==> src/rtl/fifo_chain_pkg.sv <==
package fifo_chain_pkg;

    typedef enum logic [1:0] {
        TK_NONE  = 2'b00,
        TK_WRITE = 2'b01,
        TK_READ  = 2'b10,
        TK_BOTH  = 2'b11
    } tok_state_t;

    function automatic tok_state_t tok_join(input logic keep_w, input logic keep_r);
        tok_state_t s;
        case ({keep_r, keep_w})
            2'b00:   s = TK_NONE;
            2'b01:   s = TK_WRITE;
            2'b10:   s = TK_READ;
            default: s = TK_BOTH;
        endcase
        return s;
    endfunction

endpackage

==> src/rtl/slice_ram.sv <==
module slice_ram #(
    parameter int WIDTH = 9,
    parameter int DEPTH = 4,
    localparam int AW   = (DEPTH > 1) ? $clog2(DEPTH) : 1
) (
    input  logic             clk,
    input  logic             we,
    input  logic [AW-1:0]    waddr,
    input  logic [WIDTH-1:0] wdata,
    input  logic             re,
    input  logic [AW-1:0]    raddr,
    output logic [WIDTH-1:0] rdata
);
    logic [WIDTH-1:0] mem [DEPTH];

    always_ff @(posedge clk) begin
        if (we) mem[waddr] <= wdata;
        if (re) rdata <= mem[raddr];
    end
endmodule

==> src/rtl/chain_slice.sv <==
module chain_slice
    import fifo_chain_pkg::*;
#(
    parameter int WIDTH = 9,
    parameter int DEPTH = 4,
    localparam int AW   = (DEPTH > 1) ? $clog2(DEPTH) : 1,
    localparam int CW   = $clog2(DEPTH + 1)
) (
    input  logic             clk,
    input  logic             rst_n,
    input  logic             solo,
    input  logic             fl_n,
    input  logic             wr_en,
    input  logic [WIDTH-1:0] wr_data,
    input  logic             rd_en,
    input  logic             xi_wr,
    input  logic             xi_rd,
    output logic             xo_wr,
    output logic             xo_rd,
    output logic [WIDTH-1:0] rd_data,
    output logic             rd_valid,
    output logic             empty_n,
    output logic             full_n,
    output logic             has_wr,
    output logic             has_rd
);
    localparam logic [AW-1:0] LAST   = AW'(DEPTH - 1);
    localparam logic [CW-1:0] CAPCNT = CW'(DEPTH);

    tok_state_t      state, state_nxt;
    logic [AW-1:0]   wptr, rptr;
    logic [CW-1:0]   count;
    logic            wr_ok, rd_ok, take_w, take_r;

    // Output process: rights, acceptance, hand-off pulses, flags
    always_comb begin
        has_wr  = (state == TK_WRITE) || (state == TK_BOTH);
        has_rd  = (state == TK_READ)  || (state == TK_BOTH);
        wr_ok   = wr_en && has_wr && (count != CAPCNT);
        rd_ok   = rd_en && has_rd && (count != '0);
        xo_wr   = wr_ok && (wptr == LAST) && !solo;
        xo_rd   = rd_ok && (rptr == LAST) && !solo;
        take_w  = xi_wr && !solo;
        take_r  = xi_rd && !solo;
        empty_n = (count != '0);
        full_n  = (count != CAPCNT);
    end

    // Next-state process
    always_comb begin
        state_nxt = state;
        unique case (state)
            TK_NONE:  state_nxt = tok_join(take_w, take_r);
            TK_WRITE: state_nxt = tok_join(!xo_wr || take_w, take_r);
            TK_READ:  state_nxt = tok_join(take_w, !xo_rd || take_r);
            TK_BOTH:  state_nxt = tok_join(!xo_wr || take_w, !xo_rd || take_r);
        endcase
    end

    // State register
    always_ff @(posedge clk) begin
        if (!rst_n) state <= fl_n ? TK_NONE : TK_BOTH;
        else        state <= state_nxt;
    end

    always_ff @(posedge clk) begin
        if (!rst_n) begin
            wptr     <= '0;
            rptr     <= '0;
            count    <= '0;
            rd_valid <= 1'b0;
        end else begin
            if (wr_ok) wptr <= (wptr == LAST) ? '0 : wptr + 1'b1;
            if (rd_ok) rptr <= (rptr == LAST) ? '0 : rptr + 1'b1;
            count    <= count + CW'(wr_ok) - CW'(rd_ok);
            rd_valid <= rd_ok;
        end
    end

    slice_ram #(.WIDTH(WIDTH), .DEPTH(DEPTH)) u_ram (
        .clk   (clk),
        .we    (wr_ok),
        .waddr (wptr),
        .wdata (wr_data),
        .re    (rd_ok),
        .raddr (rptr),
        .rdata (rd_data)
    );

    // giving the write right drops it; an incoming pulse grants it
    a_r3_give_write: assert property (@(posedge clk) disable iff (!rst_n)
        (xo_wr && !xi_wr) |=> !has_wr);
    a_r3_take_write: assert property (@(posedge clk) disable iff (!rst_n)
        (xi_wr && !solo) |=> has_wr);
    // same for the read right
    a_r4_give_read: assert property (@(posedge clk) disable iff (!rst_n)
        (xo_rd && !xi_rd) |=> !has_rd);
    a_r4_take_read: assert property (@(posedge clk) disable iff (!rst_n)
        (xi_rd && !solo) |=> has_rd);
    // a full slice stays full unless it is read
    a_r7_full_holds: assert property (@(posedge clk) disable iff (!rst_n)
        (!full_n && !(rd_en && has_rd)) |=> !full_n);
    // an empty slice stays empty unless it is written
    a_r8_empty_holds: assert property (@(posedge clk) disable iff (!rst_n)
        (!empty_n && !(wr_en && has_wr)) |=> !empty_n);
endmodule

==> src/rtl/fifo_chain.sv <==
module fifo_chain #(
    parameter int WIDTH  = 9,
    parameter int DEPTH  = 4,
    parameter int SLICES = 3
) (
    input  logic              clk,
    input  logic              rst_n,
    input  logic              solo,
    input  logic              wr_en,
    input  logic [WIDTH-1:0]  wr_data,
    input  logic              rd_en,
    output logic [WIDTH-1:0]  rd_data,
    output logic              rd_valid,
    output logic              empty_n,
    output logic              full_n,
    output logic [SLICES-1:0] wr_tok,
    output logic [SLICES-1:0] rd_tok
);
    logic [SLICES-1:0] xo_wr, xo_rd, xi_wr, xi_rd;
    logic [SLICES-1:0] vld_s, emp_s, ful_s;
    logic [WIDTH-1:0]  dat_s [SLICES];

    for (genvar i = 0; i < SLICES; i++) begin : g_slice
        localparam int PREV = (i == 0) ? SLICES - 1 : i - 1;
        assign xi_wr[i] = xo_wr[PREV];
        assign xi_rd[i] = xo_rd[PREV];

        chain_slice #(.WIDTH(WIDTH), .DEPTH(DEPTH)) u_slice (
            .clk      (clk),
            .rst_n    (rst_n),
            .solo     (solo),
            .fl_n     (i != 0),
            .wr_en    (wr_en),
            .wr_data  (wr_data),
            .rd_en    (rd_en),
            .xi_wr    (xi_wr[i]),
            .xi_rd    (xi_rd[i]),
            .xo_wr    (xo_wr[i]),
            .xo_rd    (xo_rd[i]),
            .rd_data  (dat_s[i]),
            .rd_valid (vld_s[i]),
            .empty_n  (emp_s[i]),
            .full_n   (ful_s[i]),
            .has_wr   (wr_tok[i]),
            .has_rd   (rd_tok[i])
        );
    end

    always_comb begin
        rd_data = '0;
        for (int i = 0; i < SLICES; i++)
            if (vld_s[i]) rd_data = rd_data | dat_s[i];
        rd_valid = |vld_s;
        // Active-low flags: OR means every slice asserts
        empty_n  = solo ? emp_s[0] : |emp_s;
        full_n   = solo ? ful_s[0] : |ful_s;
    end

    // exactly one owner of each right around the ring
    a_r5_one_writer: assert property (@(posedge clk) disable iff (!rst_n)
        $onehot(wr_tok));
    a_r5_one_reader: assert property (@(posedge clk) disable iff (!rst_n)
        $onehot(rd_tok));
    // data valid only after a read request
    a_r2_valid_after_read: assert property (@(posedge clk) disable iff (!rst_n)
        rd_valid |-> $past(rd_en));
    // never both empty and full
    a_r6_flags_exclusive: assert property (@(posedge clk) disable iff (!rst_n)
        !(!empty_n && !full_n));
    // standalone mode keeps both rights on slice 0
    a_r10_solo_home: assert property (@(posedge clk) disable iff (!rst_n)
        solo |-> (wr_tok[0] && rd_tok[0]));
endmodule

==> config.mk <==
export PLATFORM = sky130hd
export DESIGN_NAME = fifo_chain
export DESIGN_NICKNAME = d
export VERILOG_FILES = /design/src/rtl/fifo_chain_pkg.sv /design/src/rtl/slice_ram.sv /design/src/rtl/chain_slice.sv /design/src/rtl/fifo_chain.sv
export SDC_FILE = /design/constraint.sdc
export NUM_CORES = 1
export LEC_CHECK = 0
export ABC_AREA = 1
export BUFFER_PORTS_ARGS = -buffer_cell sky130_fd_sc_hd__buf_2
export CAP_MARGIN = 5
export CORE_MARGIN = 4
export CORE_UTILIZATION = 55
export DETAILED_ROUTE_END_ITERATION = 8
export PLACE_DENSITY = 0.77
export SLEW_MARGIN = 10
export SYNTH_ARGS = -nofsm -noshare
export SYNTH_HDL_FRONTEND = slang
export SYNTH_SLANG_ARGS = --single-unit
==> constraint.sdc <==
create_clock -name clk -period 2 [get_ports clk]
set_input_delay 0.4 -clock clk [delete_from_list [all_inputs] [get_ports clk]]
set_output_delay 0.4 -clock clk [all_outputs]
set_load 0.01 [all_outputs]
# Word level (Yosys, flattened, before mapping)
# Memories as Yosys holds them, arrays and structs flattened. A register that Yosys moved wholly into a read port is not among the register bits.
# Cells that the tools add are included.
dict set report op_classes {
  addsub 12
  eq_ne 42
  mux 32
  bitwise_logic 2
  n_reduce_logical 70
}
# operator count
set ops {}
lappend ops {{$pmux 2 s3} 12}
lappend ops {{$eq 2x2->1 const B} 24}
lappend ops {{$eq 2x1->1 const B} 15}
lappend ops {{$logic_and 1x1->1} 30}
lappend ops {{$logic_not 2->1} 15}
lappend ops {{$mux 9} 3}
lappend ops {{$pmux 2 s4} 3}
lappend ops {{$or 9x9->9} 2}
lappend ops {{$add 2x1->2 const B} 6}
lappend ops {{$logic_or 1x1->1} 12}
lappend ops {{$mux 2} 6}
lappend ops {{$add 3x1->3} 3}
lappend ops {{$ne 3x3->1 const B} 3}
lappend ops {{$reduce_bool 3->1} 3}
lappend ops {{$reduce_or 3->1} 3}
lappend ops {{$sub 3x1->3} 3}
lappend ops {{$mux 1} 8}
lappend ops {{$logic_not 1->1} 7}
dict set report word_totals {
  reg_bits 30
  mem_bits_rw 108
  out_inout_bits 18
  n_memories 3
}
# name depth width read_ports rd_clocked_by_memory_dff write_ports line_no
set memory_table {}
lappend memory_table {{g_slice[0].u_slice.u_ram.mem} 4 9 1 1 1 slice_ram.sv:14} ;# logic [WIDTH-1:0] mem [DEPTH];
lappend memory_table {{g_slice[1].u_slice.u_ram.mem} 4 9 1 1 1 slice_ram.sv:14}
lappend memory_table {{g_slice[2].u_slice.u_ram.mem} 4 9 1 1 1 slice_ram.sv:14}

# Depth between registers and ports, before layout
# Gate-level depths: netlist of the first run.
dict set report depth {
  depth_word 11
  ltp_mapped 10
  depth_no_buf 10
}

# Hierarchy
# Synthesis of the first run repeated with hierarchy kept, for this count alone.
dict set report unflattened {
  hier_cells 747
  area_unflattened_um2 7622.3
}
# module instances cells_each area_each_um2 seq_area_each_um2
set by_module_without_submodules {}
lappend by_module_without_submodules {slice_ram 3 157 1918.1 1351.3}
lappend by_module_without_submodules {chain_slice 3 75 546.8 200.2}
lappend by_module_without_submodules {fifo_chain 1 51 227.7 0.0}

# Worst setup path after synthesis of the first run
# No wires, ideal clock.
dict set report synth_timing {
  path_type {input to register}
  startpoint {in rd_en}
  endpoint {reg g_slice[2].u_slice.count[2]}
  setup_time_ns 0.116
  t_arrival_ns 1.894
  required_time_ns 1.884
  path_slack_ns -0.010
  path_stages 10
  n_path_buf 0
  cell_sequence {nand2_1 inv_1 nand2_1 inv_1 ha_1 inv_1 ha_1 fa_1 xor2_1 nor2_1}
}
dict set report synth_via {
  elab_chain_cells 3
}
# element line_no
set synth_rtl {}
lappend synth_rtl {{from (decl)} fifo_chain.sv:11} ;# input logic rd_en,
lappend synth_rtl {{$logic_and 1x1->1 (2 in series)} chain_slice.sv:40} ;# rd_ok = rd_en && has_rd && (count != '0);
lappend synth_rtl {{named net g_slice[2].u_slice.rd_ok} chain_slice.sv:33} ;# logic wr_ok, rd_ok, take_w, take_r;
lappend synth_rtl {{$sub 3x1->3} chain_slice.sv:75} ;# count <= count + CW'(wr_ok) - CW'(rd_ok);
lappend synth_rtl {{to (signal assigned)} chain_slice.sv:75}
lappend synth_rtl {{to (decl)} chain_slice.sv:32} ;# logic [CW-1:0] count;
# The timed path passes the listed nets, and every way through them passes these cells.
# A chain may end at the register's enable or synchronous reset.

# Final worst setup path of the first run
dict set report layout_timing {
  startpoint {reg g_slice[0].u_slice.count[2]}
  endpoint {reg g_slice[0].u_slice.count[2]}
}
# element line_no
set layout_rtl {}
lappend layout_rtl {{from (decl)} chain_slice.sv:32}
lappend layout_rtl {{from (signal assigned)} chain_slice.sv:75}
lappend layout_rtl {{$reduce_bool 3->1} chain_slice.sv:40}
lappend layout_rtl {{$logic_and 1x1->1} chain_slice.sv:40}
lappend layout_rtl {{named net g_slice[0].u_slice.rd_ok} chain_slice.sv:33}
lappend layout_rtl {{$sub 3x1->3} chain_slice.sv:75}
# The timed path passes the listed nets, and every way through them passes these cells.

==> results of run 1 <==
==> cell type report <==
class | instances | area [µm²] | share of cell area (%)
sequential | 165 | 4660 | 60.9
clock buffer | 18 | 429 | 5.61
clock inverter | 14 | 161 | 2.11
timing repair buffer | 57 | 350 | 4.58
tap | 143 | 179 | 2.34
multi-input combinational | 300 | 1660 | 21.6
inverter | 58 | 218 | 2.85
==> per-layer routing <==
metal,vias up,GRT usage [%],routed length (µm)
met2,158,33.8,6740
li1,2000,-,-
met3,13,6.26,923
met5,-,0,0
met4,0,5.79,146
met1,2013,24.8,5430
==> metrics by stage <==
stage                     power [mW]  util, %  instance area (µm²)  instances
after floorplan                 4.70        -                 6680        549
after global placement          5.02     60.4                 7040        723
after detailed placement        5.07     60.4                 7040        723
after CTS                       8.28     65.4                 7630        755
after global routing            8.59     65.6                 7650        755
final                           8.24     65.6                 7650        755
==> registers in the layout (all words and copies together) (netlist names) <==
signal and cells:
g_slice.u_slice.count 9, g_slice.u_slice.rd_valid 3, g_slice.u_slice.rptr 6, g_slice.u_slice.state 6, g_slice.u_slice.u_ram.mem 108, g_slice.u_slice.u_ram.rdata 27, g_slice.u_slice.wptr 6
==> worst max path at each step <==
stage,start,endpoint,slack (ns),cells after the start
2_1_floorplan,g_slice[0].u_slice.count[1],g_slice[0].u_slice.count[2],0.01,10
3_3_place_gp,rd_en,g_slice[2].u_slice.count[2],0.04,11
3_5_place_dp,rd_en,g_slice[0].u_slice.count[2],-0.06,11
4_1_cts,g_slice[0].u_slice.count[2],g_slice[0].u_slice.count[2],0.04,10
5_1_grt,g_slice[1].u_slice.count[0],g_slice[1].u_slice.count[2],-0.01,10
6_report,g_slice[0].u_slice.count[2],g_slice[0].u_slice.count[2],0.1,10
==> layout by cell type, fill, tap and decap left out, types with 3 or more instances in the layout <==
cell        count
clkinv_2        3
nand2_1        46
inv_1          53
clkbuf_16      17
buf_2          31
clkinvlp_4      3
edfxtp_1      135
dfxtp_1        29
inv_2           5
a21oi_1        16
buf_4          26
clkinv_4        3
nand3_1        13
ha_1           21
nor2_1         77
o22ai_1        27
bufinv_16       3
o21ai_0        64
xor2_1          4
nand4_1         8
nand2_2         8
o21ai_1         3
==> report_power, final <==
part           total [mW]  internal [mW]  leakage (nW)  switching (mW)
registers            4.07           3.97          1.47          0.0954
clock network        3.20           1.95         0.281            1.26
logic               0.970          0.339          1.21           0.630
total                8.24           6.26          2.95            1.98
==> cell families (layout without fill, tap and decap cells) <==
logic type               after synthesis  after routing  synth area share [%]
XOR/XNOR                               4              4                 0.524
AO/OA/AOI/OAI                        112            112                  9.01
flip-flops                           165            165                  69.7
adder cells (fa/ha/maj)               24             24                  4.83
AND/OR/NAND/NOR                      160            160                  10.2
buffers and inverters                 84            147                  5.79
==> critical path, stage by stage (launching register included) <==
cell     delay (ns)
dfxtp_1        0.33
inv_2          0.08
nand3_1        0.11
nand2_2        0.08
inv_1          0.06
ha_1           0.27
inv_1          0.04
ha_1           0.18
fa_1           0.37
and3_1         0.20
nor3_2         0.11
==> results.cfg, run 1 <==
[place]
place_congestion = 0.767
dp_hpwl_mm = 8.83
pre_cts_ws_ns = -0.0555
port_buffers = 31

[route]
drc = 0
initialDrtViolationCount = 357
wl_mm = 13.2
postRouteAntennaNets = 0
vias = 4184
drt_pass1_iterations = 4
wl_per_cell_um = 17.5
viasPerCell = 5.54

[critical_path]
arrival_ns = 2.25
r2r_cells = 10
cp_max_fo = 3
critPathLaunchType = register
critPathRequiredTime_ns = 2.35
r2r-start = g_slice[0].u_slice.count[2]
rr_endpoint = g_slice[0].u_slice.count[2]
endpoint_kind = register
criticalPathCategory = register to register
r2r_slack_ns = 0.1

[layout]
n_antenna_cell = 0
fill_cells = 831
drive_above_1_share_pct = 17.8
area_growth_pct = 14.5
fin_nets = 637

[logic_synthesis]
yosysSeqAreaShare_pct = 69.7
synth_commonest_cells = 135 x edfxtp_1, 78 x nor2_1, 65 x o21ai_0
synth_area_per_cell_um2 = 12.2
yosys_warnings = 0
syn_area_mm2 = 0.00668
ys_ff_latch = 165
synth_cell_types = 27
synthFlopType = edfxtp_1
postSynth.asyncResetShare_pct = 0
synthCells = 549
yosys-top-cells-area = edfxtp_1 61%, dfxtp_1 9.0%, o21ai_0 4.9%
yosysTopAreaCellShare_pct = 60.7
synth_edf_count = 135
yosysTopAreaCell = edfxtp_1
yosysMostFrequentCell = edfxtp_1
synth_fp_nets = 587

[min_path]
hold_class = input pin to register
whs_path_depth = 1
min_to = g_slice[2].u_slice.u_ram.mem[3][1]
min_from = wr_data[1]

[grt]
grt_antenna_before_repair = 0
grt_max_degree = 23
grt_pass1_vias = 4240
grt_pass1_wl_mm = 21.6
track_usage_pct = 20.0
overflow = 0

[clock_network]
ctsHtreeMaxLevel = 4
post_cts_resized = 0
path_clk_slew_ns = 0.06
ctsHoldBuffers = 0
clkLatencyLatePin_ns = 0.42
clock_tree.root_cell = clkbuf_16
cts.sinks = 165
cts_buffers = 17
cts_tree = built
post-cts-setup-buffers = 0
cts_buffer_depth = 2

[flow_run]
drv_cap = 0

[floorplan]
ioPinCount = 32
die-area_mm2 = 0.0140
rows = 39
start_util_pct = 57.3
core_mm2 = 0.0117
die_x_um = 118
die_h_um = 118

[sta]
whs_ns = 0.346
hold_viol = 0
fmax_ghz = 0.526
skew_ns = 0.00775
finalCritPeriodShare_pct = 95.1
tightest_slew_ns = 0.574
fin_crit_ns = 1.90
slew_headroom_pct = 61.7
tns_ns = 0
setup-violations-final = 0
finalWorstSetupSlack_ns = 0.0973
grt_setup_unrepaired = true
slew_violations = 0

[power]
leakage_nw = 2.95
power_density_mw_per_mm2 = 1080
vdd_drop_max_uv = 918

[outcome]
status = completed
Note: power is estimated with default switching activity, not from simulation.
==> inputs of run 2 (changes only) <==
- CORE_ASPECT_RATIO: unset -> 1.75
==> run 2 against run 1 <==
  * Sequential share of layout area shrank 0.21 points
  * Cell count decreased by 0.93%
  * Register-to-register slack improved by 0.04 ns
  * Utilization down 1.3 points
  * Maximum frequency is 0.43% lower
==> results.cfg, run 2 (synthesis results as in run 1) <==
[min_path]
hold_class = input pin to register

[layout]
final_cell_mix = 135 x edfxtp_1, 78 x nor2_1, 65 x o21ai_0
largest_reg_flops = 108
drive_above_1_share_pct = 17.3
reg_top3 = g_slice.u_slice.u_ram.mem x108, g_slice.u_slice.u_ram.rdata x27, g_slice.u_slice.count x9
fin_nets = 636
area_growth_pct = 14.9
mostFrequentLayoutCell = edfxtp_1
stdcell_area_mm2 = 0.00767
regMostFlops = g_slice.u_slice.u_ram.mem
fin_util_pct = 64.3
n_antenna_cell = 0

[clock_network]
cts.sinks = 165
ctsHoldBuffers = 0
cts_buffer_depth = 2
clock_tree.root_cell = clkbuf_16
cts_buffers = 17
cts_tree = built
path_clk_slew_ns = 0.06
clkLatencyLatePin_ns = 0.42
ctsHtreeMaxLevel = 4

[grt]
met2_usage_pct = 38.9
grt_pass1_vias = 4477
grt_use_met3_pct = 3.62
grt_pass1_wl_mm = 22.5
busiest_layer = met2
track_usage_pct = 21.0
grt_max_degree = 23
grt_antenna_before_repair = 0
met1_usage_pct = 22.6
overflow = 0

[floorplan]
die-area_mm2 = 0.0140
ioPinCount = 32
rows = 53
core_mm2 = 0.0119
die_x_um = 91.3
die_h_um = 154
start_util_pct = 56.0

[route]
drc = 0
viasPerCell = 5.66
vias = 4237
wl_per_cell_um = 18.6
drt_pass1_iterations = 5
postRouteAntennaNets = 0
initialDrtViolationCount = 384
wl_mm = 13.9

[critical_path]
arrival_ns = 1.51
critPathRequiredTime_ns = 1.60
critPathLaunchType = register
endpoint_kind = primary output
criticalPathCategory = register to primary output
cp_max_fo = 3

[place]
postPlaceCellArea_mm2 = 0.00702
place_congestion = 0.794
dp_hpwl_mm = 9.04
port_buffers = 31

[sta]
fmax_ghz = 0.523
skew_ns = 0.00621
fin_crit_ns = 1.91
slew_headroom_pct = 60.9
slew_violations = 0
grt_setup_unrepaired = false
finalCritPeriodShare_pct = 95.5
hold_viol = 0
tightest_slew_ns = 0.586
setup-violations-final = 0

[power]
power_density_mw_per_mm2 = 1110
vdd_drop_max_uv = 782
leakage_nw = 2.97

[outcome]
status = completed

[flow_run]
drv_cap = 0
[run 2: what timing repair did]
action | in CTS | in global routing
endpoints found under the setup margin | 0 | 4
buffers inserted | 0 | 1
resized for setup | 0 | 5
[run 2: final timing paths]
| kind | from | endpoint | slack, ns | depth (start not counted) |
|---|---|---|---|---|
| hold reg to reg | g_slice[1].u_slice.state[0] | g_slice[1].u_slice.state[0] | 0.48 | 2 |
| setup reg to reg | g_slice[0].u_slice.count[2] | g_slice[0].u_slice.count[2] | 0.14 | 10 |
| hold / removal | wr_data[8] | g_slice[0].u_slice.u_ram.mem[2][8] | 0.35 | 1 |
| setup / recovery | g_slice[1].u_slice.count[1] | full_n | 0.09 | 6 |
[run 2: area by class of cell]
cell class / count / area [µm²]
clock buffer: 18 / 429
timing repair buffer: 56 / 343
multi-input combinational: 300 / 1650
sequential: 165 / 4660
clock inverter: 14 / 208
fill: 881 / 4260
tap: 137 / 171
inverter: 58 / 218
[run 2: worst max-delay path, stage by stage, from the launching register on]
cell and delay, ns:
dfxtp_1 0.34, nor2_2 0.13, buf_4 0.13, nand2_2 0.07
o21ai_0 0.17, nand4_1 0.11, buf_2 0.15
[run 2: where the power goes]
| part | leakage (nW) | total [mW] | internal [mW] | switching [mW] |
|---|---|---|---|---|
| Combinational | 1.20 | 0.941 | 0.333 | 0.607 |
| Sequential | 1.47 | 4.08 | 3.97 | 0.111 |
| Clock | 0.301 | 3.48 | 2.21 | 1.28 |
[run 2: per-layer routing]
layer  up-vias  part of all wire [%]  wire length, µm
li1       2002                     -                -
met1      2063                    36             5060
met2       147                    56             7780
met3        25                   5.0              695
met4         0                   2.9              399
met5         -                     0                0
[run 2: stage by stage]
stage	hold WS [ns]	setup WS [ns]	std cells	TNS (ns)	power, mW
2_1_floorplan	0.449	0.0104	549	0	4.70
3_3_place_gp	0.469	0.0401	715	0	5.02
3_5_place_dp	0.471	-0.0219	715	-0.0388	5.08
4_1_cts	0.351	0.0781	747	0	8.53
5_1_grt	0.350	0.000737	748	0	8.83
6_report	0.354	0.0891	748	0	8.51
==> inputs of run 3 (changes only) <==
- REMOVE_ABC_BUFFERS: unset -> 1
==> run 3 against run 2 <==
  * Sequential share of layout area grew 0.77 points
  * Worst setup slack better by 0.0030 ns
  * First-iteration DRC count grew 2.1%
  * Sequential power hardly changed
  * Design area fell by 1.3%
  * Hold slack improved by 0.0062 ns
  * Clock skew is 0.0015 ns higher
  * Count of clock-buffer cells in the layout rose by 6
  * Sequential cell count is the same
  * Critical path type unchanged
  * Critical endpoint is now empty_n
==> results.cfg, run 3 (synthesis results as in run 1) <==
[critical_path]
criticalPathCategory = register to primary output
critPathLaunchType = register
critPathRequiredTime_ns = 1.60
r2r_cells = 10
cp_max_fo = 3
endpoint_kind = primary output
arrival_ns = 1.51
r2r_slack_ns = 0.11
r2r-start = g_slice[1].u_slice.count[1]
rr_endpoint = g_slice[1].u_slice.count[1]

[power]
power_density_mw_per_mm2 = 1040
total_power_mw = 7.90
vdd_drop_max_uv = 644
leakage_nw = 2.94

[grt]
grt_max_degree = 23
grt_pass1_wl_mm = 21.6
grt_pass1_vias = 4312
overflow = 0
track_usage_pct = 20.2
grt_antenna_before_repair = 0

[clock_network]
clkLatencyLatePin_ns = 0.41
ctsHtreeMaxLevel = 4
cts_tree = built
clock_tree.root_cell = clkbuf_16
cts_buffers = 17
cts.sinks = 165
ctsHoldBuffers = 0
cts_buffer_depth = 2
path_clk_slew_ns = 0.06

[sta]
skew_ns = 0.00772
setup-violations-final = 0
tns_ns = 0
hold_viol = 0
whs_ns = 0.360
slew_headroom_pct = 62.2
fin_crit_ns = 1.91
slew_violations = 0
finalCritPeriodShare_pct = 95.4
finalWorstSetupSlack_ns = 0.0921
tightest_slew_ns = 0.567
fmax_ghz = 0.524

[layout]
multi_input_area_mm2 = 0.00165
fin_util_pct = 63.5
fill_cells = 895
mostFrequentLayoutCell = edfxtp_1
seqCellArea_mm2 = 0.00466
area_growth_pct = 13.4
final_cell_mix = 135 x edfxtp_1, 78 x nor2_1, 65 x o21ai_0
largest_reg_flops = 108
drive_above_1_share_pct = 16.6
regMostFlops = g_slice.u_slice.u_ram.mem
fin_cells = 750
reg_top3 = g_slice.u_slice.u_ram.mem x108, g_slice.u_slice.u_ram.rdata x27, g_slice.u_slice.count x9
n_antenna_cell = 0
fin_nets = 638
stdcell_area_mm2 = 0.00758

[place]
dp_hpwl_mm = 9.12
pre_cts_ws_ns = -0.00606
dp_cells = 717
place_congestion = 0.792
postPlaceCellArea_mm2 = 0.00703
port_buffers = 31

[flow_run]
drv_cap = 0

[route]
drt_pass1_iterations = 8
postRouteAntennaNets = 0
vias = 4223
initialDrtViolationCount = 392
wl_mm = 13.5
viasPerCell = 5.63
wl_per_cell_um = 18.0
drc = 0

[floorplan]
start_util_pct = 56.0
die_h_um = 154
die_x_um = 91.3
die-area_mm2 = 0.0140
rows = 53
ioPinCount = 32
core_mm2 = 0.0119

[min_path]
whs_path_depth = 1
hold_class = input pin to register
min_from = wr_data[0]
min_to = g_slice[0].u_slice.u_ram.mem[3][0]

[outcome]
status = completed
## run 3: how the worst max path moves through the flow
stage | startpoint | end | slack, ns | cells after the start
2_1_floorplan | rd_en | g_slice[2].u_slice.count[2] | -0.01 | 10
3_3_place_gp | rd_en | g_slice[2].u_slice.count[2] | 0.02 | 11
3_5_place_dp | rd_en | g_slice[2].u_slice.count[2] | -0.006 | 11
4_1_cts | g_slice[1].u_slice.count[1] | g_slice[1].u_slice.count[2] | 0.08 | 10
5_1_grt | g_slice[2].u_slice.count[1] | g_slice[2].u_slice.count[1] | -0.001 | 10
6_report | g_slice[2].u_slice.count[1] | empty_n | 0.09 | 6
## run 3: worst max-delay path, cell delays in order, from the launching register on
cell     delay [ns]
dfxtp_2        0.33
nor2_1         0.10
nand2_1        0.07
buf_4          0.14
o21ai_0        0.19
nand4_1        0.12
buf_2          0.16
## run 3: timing repair
action / in CTS / in global routing
endpoints found under the setup margin: 0 / 5
resized for setup: 0 / 6
buffers inserted: 0 / 1
endpoints found under the hold margin: 0 / 0
## run 3: area by class of cell
type	count	share of cell area, %
Sequential cell	165	61.4
Multi-Input combinational cell	300	21.8
Clock buffer	24	6.09
Timing Repair Buffer	58	4.72
Inverter	58	2.87
Tap cell	137	2.26
Clock inverter	8	0.809
## run 3: power breakdown
group / switching, mW / total (mW) / internal [mW] / leakage, nW
clock network: 1.19 / 2.91 / 1.72 / 0.258
registers: 0.102 / 4.07 / 3.97 / 1.47
logic: 0.589 / 0.921 / 0.331 / 1.21
total: 1.88 / 7.90 / 6.02 / 2.94
## run 3: metal layers
layer  vias up  GRT usage, %  part of all wire [%]  wire, µm
met1      2064          23.2                    38      5120
met2       122          35.6                    54      7370
met4         0          10.7                   3.7       497
li1       2003             -                     -         -
met5         -             0                     0         0
met3        34          3.43                   4.0       541
